File: config.mk
export PLATFORM = sky130hd
export DESIGN_NAME = deadman_keyed
export DESIGN_NICKNAME = d
export VERILOG_FILES = /design/src/rtl/dmt_pkg.sv /design/src/rtl/dmt_datapath.sv /design/src/rtl/dmt_ctrl.sv /design/src/rtl/deadman_keyed.sv
export SDC_FILE = /design/constraint.sdc
export NUM_CORES = 1
export LEC_CHECK = 0
export CAP_MARGIN = 10
export CORE_MARGIN = 5
export CORE_UTILIZATION = 27
export CTS_CLUSTER_SIZE = 14
export DETAILED_ROUTE_END_ITERATION = 7
export HOLD_SLACK_MARGIN = 0.15
export PLACE_DENSITY = 0.57
export RECOVER_POWER = 50
export SLEW_MARGIN = 5
export SYNTH_ARGS = -nofsm -noshare
export SYNTH_HDL_FRONTEND = slang
export SYNTH_SLANG_ARGS = --single-unit
File: constraint.sdc
create_clock -name clk -period 8.23 [get_ports clk]
set_input_delay 2.469 -clock clk [delete_from_list [all_inputs] [get_ports clk]]
set_output_delay 2.469 -clock clk [all_outputs]
set_load 0.01 [all_outputs]
File: src/rtl/dmt_pkg.sv
package dmt_pkg;
  // Register byte offsets (software-visible map)
  localparam logic [7:0] OFS_CTRL = 8'h00;
  localparam logic [7:0] OFS_ARM  = 8'h10;
  localparam logic [7:0] OFS_KICK = 8'h20;
  localparam logic [7:0] OFS_STAT = 8'h30;
  localparam logic [7:0] OFS_CNT  = 8'h40;
  localparam logic [7:0] OFS_TMO  = 8'h60;
  localparam logic [7:0] OFS_WIN  = 8'h70;

  // Key values
  localparam logic [7:0] KEY_ARM  = 8'h40;
  localparam logic [7:0] KEY_KICK = 8'h08;

  // Bit positions
  localparam int EN_BIT    = 15;
  localparam int ST_WIN    = 0;
  localparam int ST_EVT    = 5;
  localparam int ST_BAD2   = 6;
  localparam int ST_BAD1   = 7;
  localparam int CAUSE_BIT = 5;

  // Control-to-datapath strobes
  typedef struct packed {
    logic cntClr;
    logic cntStep;
    logic tmoLoad;
    logic winLoad;
  } dmtStrobe_t;
endpackage

File: src/rtl/dmt_datapath.sv
module dmt_datapath
  import dmt_pkg::*;
#(
  parameter int CNT_W    = 16,
  parameter int TMO_INIT = 1000,
  parameter int WIN_INIT = 500
) (
  input  logic             clk,
  input  logic             rst,
  input  dmtStrobe_t       strobe,
  input  logic [CNT_W-1:0] ldVal,
  output logic [CNT_W-1:0] count,
  output logic [CNT_W-1:0] tmoLimit,
  output logic [CNT_W-1:0] winLimit,
  output logic             winOpen,
  output logic             tmoReached
);
  localparam logic [CNT_W-1:0] TMO_RST = CNT_W'(TMO_INIT);
  localparam logic [CNT_W-1:0] WIN_RST = CNT_W'(WIN_INIT);
  localparam logic [CNT_W-1:0] ONE     = CNT_W'(1);

  always_ff @(posedge clk) begin
    if (rst) begin
      count <= '0;
    end else if (strobe.cntClr) begin
      count <= '0;
    end else if (strobe.cntStep) begin
      count <= count + ONE;
    end
  end

  always_ff @(posedge clk) begin
    if (rst) begin
      tmoLimit <= TMO_RST;
      winLimit <= WIN_RST;
    end else begin
      if (strobe.tmoLoad) tmoLimit <= ldVal;
      if (strobe.winLoad) winLimit <= ldVal;
    end
  end

  assign winOpen    = (count >= winLimit);
  assign tmoReached = (count >= tmoLimit);


  cnt_bound_chk: assert property (@(posedge clk) disable iff (rst)
    count <= tmoLimit);


  cnt_step_chk: assert property (@(posedge clk) disable iff (rst)
    (strobe.cntStep && !strobe.cntClr) |=> (count == $past(count) + ONE));
endmodule

File: src/rtl/dmt_ctrl.sv
module dmt_ctrl
  import dmt_pkg::*;
#(
  parameter int DATA_W = 32
) (
  input  logic              clk,
  input  logic              rst,
  input  logic              wrEn,
  input  logic [7:0]        addr,
  input  logic [DATA_W-1:0] wrData,
  input  logic              fetchStb,
  input  logic              dbgAllow,
  input  logic              winOpen,
  input  logic              tmoReached,
  output dmtStrobe_t        strobe,
  output logic              en,
  output logic              evt,
  output logic              bad1,
  output logic              bad2,
  output logic              rstReq,
  output logic              causeBit
);
  logic armed, faulted;
  logic ctrlWr, armWr, kickWr, armKeyOk, kickKeyOk;
  logic kickSeqErr, kickKeyErr, kickOk;

  assign faulted   = evt | bad1 | bad2;
  assign ctrlWr    = wrEn && (addr == OFS_CTRL);
  assign armWr     = wrEn && (addr == OFS_ARM)  && en && !faulted;
  assign kickWr    = wrEn && (addr == OFS_KICK) && en && !faulted;
  assign armKeyOk  = (wrData[15:8] == KEY_ARM);
  assign kickKeyOk = (wrData[7:0] == KEY_KICK);

  assign kickSeqErr = kickWr && (!armed || !winOpen);
  assign kickKeyErr = kickWr && armed && winOpen && !kickKeyOk;
  assign kickOk     = kickWr && armed && winOpen && kickKeyOk;

  always_ff @(posedge clk) begin
    if (rst) begin
      en <= 1'b0;
    end else if (ctrlWr) begin
      if (wrData[EN_BIT]) en <= 1'b1;
      else if (dbgAllow)  en <= 1'b0;
    end
  end

  always_ff @(posedge clk) begin
    if (rst) begin
      armed <= 1'b0;
    end else if (!en || faulted || kickWr) begin
      armed <= 1'b0;
    end else if (armWr && armKeyOk) begin
      armed <= 1'b1;
    end
  end

  always_ff @(posedge clk) begin
    if (rst) begin
      evt      <= 1'b0;
      bad1     <= 1'b0;
      bad2     <= 1'b0;
      causeBit <= 1'b0;
    end else begin
      evt      <= evt  | (en && tmoReached);
      bad1     <= bad1 | (armWr && !armKeyOk) | kickKeyErr;
      bad2     <= bad2 | kickSeqErr;
      causeBit <= causeBit | faulted;
    end
  end

  assign rstReq = faulted;

  always_comb begin
    strobe.cntClr  = !en || kickOk;
    strobe.cntStep = en && fetchStb && !tmoReached && !faulted;
    strobe.tmoLoad = !en && wrEn && (addr == OFS_TMO);
    strobe.winLoad = !en && wrEn && (addr == OFS_WIN);
  end


  bad1_sticky_chk: assert property (@(posedge clk) disable iff (rst)
    bad1 |=> bad1);


  bad2_sticky_chk: assert property (@(posedge clk) disable iff (rst)
    bad2 |=> bad2);


  en_lock_chk: assert property (@(posedge clk) disable iff (rst)
    (en && !dbgAllow) |=> en);


  cause_set_chk: assert property (@(posedge clk) disable iff (rst)
    rstReq |=> causeBit);
endmodule

File: src/rtl/deadman_keyed.sv
module deadman_keyed
  import dmt_pkg::*;
#(
  parameter int CNT_W    = 16,
  parameter int DATA_W   = 32,
  parameter int TMO_INIT = 1000,
  parameter int WIN_INIT = 500
) (
  input  logic              clk,
  input  logic              rst,
  input  logic              fetchStb,
  input  logic              dbgAllow,
  input  logic              wrEn,
  input  logic [7:0]        addr,
  input  logic [DATA_W-1:0] wrData,
  output logic [DATA_W-1:0] rdData,
  output logic              rstReq,
  output logic [7:0]        causeReg
);
  dmtStrobe_t       strobe;
  logic [CNT_W-1:0] count, tmoLimit, winLimit;
  logic             winOpen, tmoReached, en, evt, bad1, bad2, causeBit;

  dmt_ctrl #(.DATA_W(DATA_W)) u_ctrl (
    .clk(clk), .rst(rst), .wrEn(wrEn), .addr(addr), .wrData(wrData),
    .fetchStb(fetchStb), .dbgAllow(dbgAllow), .winOpen(winOpen),
    .tmoReached(tmoReached), .strobe(strobe), .en(en), .evt(evt),
    .bad1(bad1), .bad2(bad2), .rstReq(rstReq), .causeBit(causeBit)
  );

  dmt_datapath #(.CNT_W(CNT_W), .TMO_INIT(TMO_INIT), .WIN_INIT(WIN_INIT)) u_dp (
    .clk(clk), .rst(rst), .strobe(strobe), .ldVal(wrData[CNT_W-1:0]),
    .count(count), .tmoLimit(tmoLimit), .winLimit(winLimit),
    .winOpen(winOpen), .tmoReached(tmoReached)
  );

  always_comb begin
    rdData = '0;
    case (addr)
      OFS_CTRL: rdData[EN_BIT] = en;
      OFS_STAT: begin
        rdData[ST_WIN]  = en && winOpen;
        rdData[ST_EVT]  = evt;
        rdData[ST_BAD2] = bad2;
        rdData[ST_BAD1] = bad1;
      end
      OFS_CNT:  rdData[CNT_W-1:0] = count;
      OFS_TMO:  rdData[CNT_W-1:0] = tmoLimit;
      OFS_WIN:  rdData[CNT_W-1:0] = winLimit;
      default:  rdData = '0;
    endcase
  end

  always_comb begin
    causeReg = '0;
    causeReg[CAUSE_BIT] = causeBit;
  end


  frozen_after_fault_chk: assert property (@(posedge clk) disable iff (rst)
    (rstReq && en && !(wrEn && addr == OFS_CTRL)) |=> $stable(count));
endmodule

==> flow_summary_export.csv <==
group,metric,value,unit
floorplanning,core_area,13100,um2
power,leakage,1.75,nW
power,power_density,121,nW/um2
finish,nets,567,
floorplanning,dieWidth,125,um
detailed_routing,wl_per_cell,14.3,um
worst_hold_path,holdPathStages,2,
floorplanning,die_y,125,um
critical_path,path_class,"input pin to output port",
place,hpwl,7480,um
sta,clock.fmax,132,MHz
detailed_routing,drtIter0Drc,208,
clocking,clk_pin_slew,0.07,ns
floorplanning,rows,42,
sta,fin_crit_sh,92.4,%
detailed_routing,dr.pass1.iters,4,
place,routabilityCongestion,0.805,
clocking,cts_sinks,54,
sta,rsz0062_at_grt,"no",
synthesis,synth_edf_count,0,
detailed_routing,totalWireLength,9520,um
detailed_routing,antenna_left,0,
clocking,cts_tree,"yes",
sta,drv_slew,40,
synthesis,yosysTopAreaCellShare,30.1,%
finish,area_delta_synth_final,18.7,%
finish,stdcell_count,666,
synthesis,yosysTopAreaCell,"dfxtp_1",
clocking,post_cts_buffers,0,
clocking,cts_max_level,2,
power,irDropWorstVdd,84.6,uV
place,dp_cells,658,
synthesis,ys.flop_type,"dfxtp_1",
run_status,violations,"capacitance limit, slew limit",
synthesis,synth_cell_types,47,
sta,worstMarginPinSlew,1.65,ns
critical_path,startpoint,"addr[3]",
synthesis,synth.area.mux_share,7.55,%
synthesis,synth_commonest_cells,"dfxtp_1 (54), nor2_1 (49), inv_1 (40)",
finish,num-fill-cells,1430,
grt,grt_pass1_vias,3112,
critical_path,timing.rr.start,"u_dp.count[0]",
sta,hold_slack,0.444,ns
clocking,cts_buffer_depth,2,
run_status,outcome,"complete, but fails checks",
clocking,clockRootBuffer,"clkbuf_16",
grt,antenna_found_initial,0,
critical_path,arrival,5.13,ns
synthesis,synth_top_family_by_area,"simple AND/OR/NAND/NOR gates",
synthesis,syn_avg_cell_area,7.99,um2
floorplanning,dieArea,15700,um2
critical_path,crit_end,"rdData[0]",
synthesis,synth_area,3600,um2
critical_path,ff2ff_path_depth,8,
synthesis,ys_ff_latch,54,
grt,grt_max_degree,40,
sta,hold_violations,0,
detailed_routing,drt-vias-per-instance,4.89,
critical_path,crit_required,5.76,ns
grt,grt_pass1_wl,15600,um
synthesis,synth-xor-area-share,1.22,%
place,io_buffers,46,
finish,diodes,0,
synthesis,synth_fa_ha_area_share,11.5,%
critical_path,cp-end-kind,"output port",
sta,skew,0.00625,ns
run,maxCapViolCount,1,
sta,fin_tns_setup,0,ns
critical_path,r2r_slack,5.40,ns
synthesis,synthArstFlopShare,0,%
synthesis,yosys.area_share.simple,20.3,%
critical_path,timing.rr.end,"u_dp.count[12]",
synthesis,ys_seq_area_share,30.1,%
worst_hold_path,hp-class,"flop to flop",
synthesis,synthCells,450,
clocking,hold_buffers,0,
floorplanning,start_util,27.4,%
detailed_routing,num_vias,3254,
synthesis,synth.most_common_cell,"dfxtp_1",
grt,grt_usage,11.9,%
sta,setup-violations-final,0,
clocking,cts_inserted_buffers,5,
synthesis,yosys-top-cells-area,"dfxtp_1 (30%), ha_1 (11%), mux2i_1 (7.2%)",
critical_path,cp-start-kind,"input pin",
clocking,cts_resized,0,
clocking,clk_latency,0.29,ns
finish,drive_gt1_share,3.27,%
critical_path,critical_path.max_fanout,5,
sta,max-slew-margin-rel,-10.1,%
synthesis,synth-compound-area-share,17.7,%
grt,overflow,0,
floorplanning,io_pins,86,
detailed_routing,drc,0,
sta,min_period,7.60,ns
synthesis,yosysWarnings,0,
## flip-flops by register name, summed over array words and instances, names as in the netlist
register         count
u_ctrl.causeBit      1
u_dp.count          16
u_ctrl.en            1
u_dp.winLimit       16
u_dp.tmoLimit       16
u_ctrl.armed         1
u_ctrl.bad1          1
u_ctrl.bad2          1
u_ctrl.evt           1
## worst min path at each step
| stage | endpoint | start | slack, ns |
|---|---|---|---|
| 2_1_floorplan | u_ctrl.causeBit | u_ctrl.causeBit | 0.43 |
| 3_3_place_gp | u_ctrl.causeBit | u_ctrl.causeBit | 0.43 |
| 3_5_place_dp | u_ctrl.causeBit | u_ctrl.causeBit | 0.44 |
| 4_1_cts | u_ctrl.causeBit | u_ctrl.causeBit | 0.45 |
| 5_1_grt | u_ctrl.causeBit | u_ctrl.causeBit | 0.45 |
| 6_report | u_ctrl.causeBit | u_ctrl.causeBit | 0.44 |
## routing by layer
metal	global-route usage, %	share of wire (%)
met1	15.1	45
met5	0	0
met4	4.97	3.0
met2	20.1	48
met3	1.88	3.9
## power by group
group | leakage (nW) | total (mW) | internal, mW | switching [mW]
logic | 1.24 | 0.0395 | 0.0169 | 0.0227
clock network | 0.0739 | 0.215 | 0.121 | 0.0939
registers | 0.435 | 0.261 | 0.261 | 0.000153
total | 1.75 | 0.516 | 0.399 | 0.117
## critical path, cell delays in order
cell and delay, ns:
dlygate4sd3_1 0.52, or4_1 0.54, nor3_1 0.47, and3_1 0.33, nand3_1 0.10, o21ai_0 0.11
clkdlybuf4s50_1 0.58
## logic make-up (layout without fill, tap and decap cells)
logic type / Yosys count / in the layout
buf+inv: 82 / 100
fa+ha+maj: 33 / 33
flops: 54 / 54
compound gates: 100 / 100
other cells: 1 / 23
xor+xnor: 5 / 5
simple gates: 148 / 148
mux: 27 / 27
## cell type report
class | count | area, um2 | area share, %
inverters | 40 | 150 | 3.52
clock inverters | 1 | 5.00 | 0.117
well taps | 176 | 220 | 5.16
multi-input cells | 336 | 2170 | 50.9
repair buffers | 52 | 498 | 11.7
clock buffers | 7 | 143 | 3.34
flip-flops and latches | 54 | 1080 | 25.3
## through the flow
stage | total power [mW] | setup slack (ns) | instance area, um2 | utilization, %
6_report | 0.516 | 0.629 | 4270 | 32.5
5_1_grt | 0.533 | 0.495 | 4270 | 32.5
4_1_cts | 0.521 | 0.920 | 4290 | 32.7
3_5_place_dp | 0.307 | 0.941 | 4140 | 31.5
3_3_place_gp | 0.307 | 0.933 | 4140 | 31.5
2_1_floorplan | 0.293 | 1.97 | 3680 | -
## layout by cell type (no fill, tap or decap), drive strengths merged, types with 16 or more instances in the layout
| cell | netlist | final |
|---|---|---|
| a21oi | 29 | 29 |
| a22oi | 16 | 16 |
| clkdlybuf4s50 | 0 | 43 |
| conb | 1 | 23 |
| dfxtp | 54 | 54 |
| ha | 33 | 33 |
| inv | 40 | 40 |
| mux2i | 26 | 26 |
| nand2 | 39 | 39 |
| nor2 | 49 | 49 |
| o21ai | 31 | 31 |
Note: power is estimated with default switching activity, not from simulation.
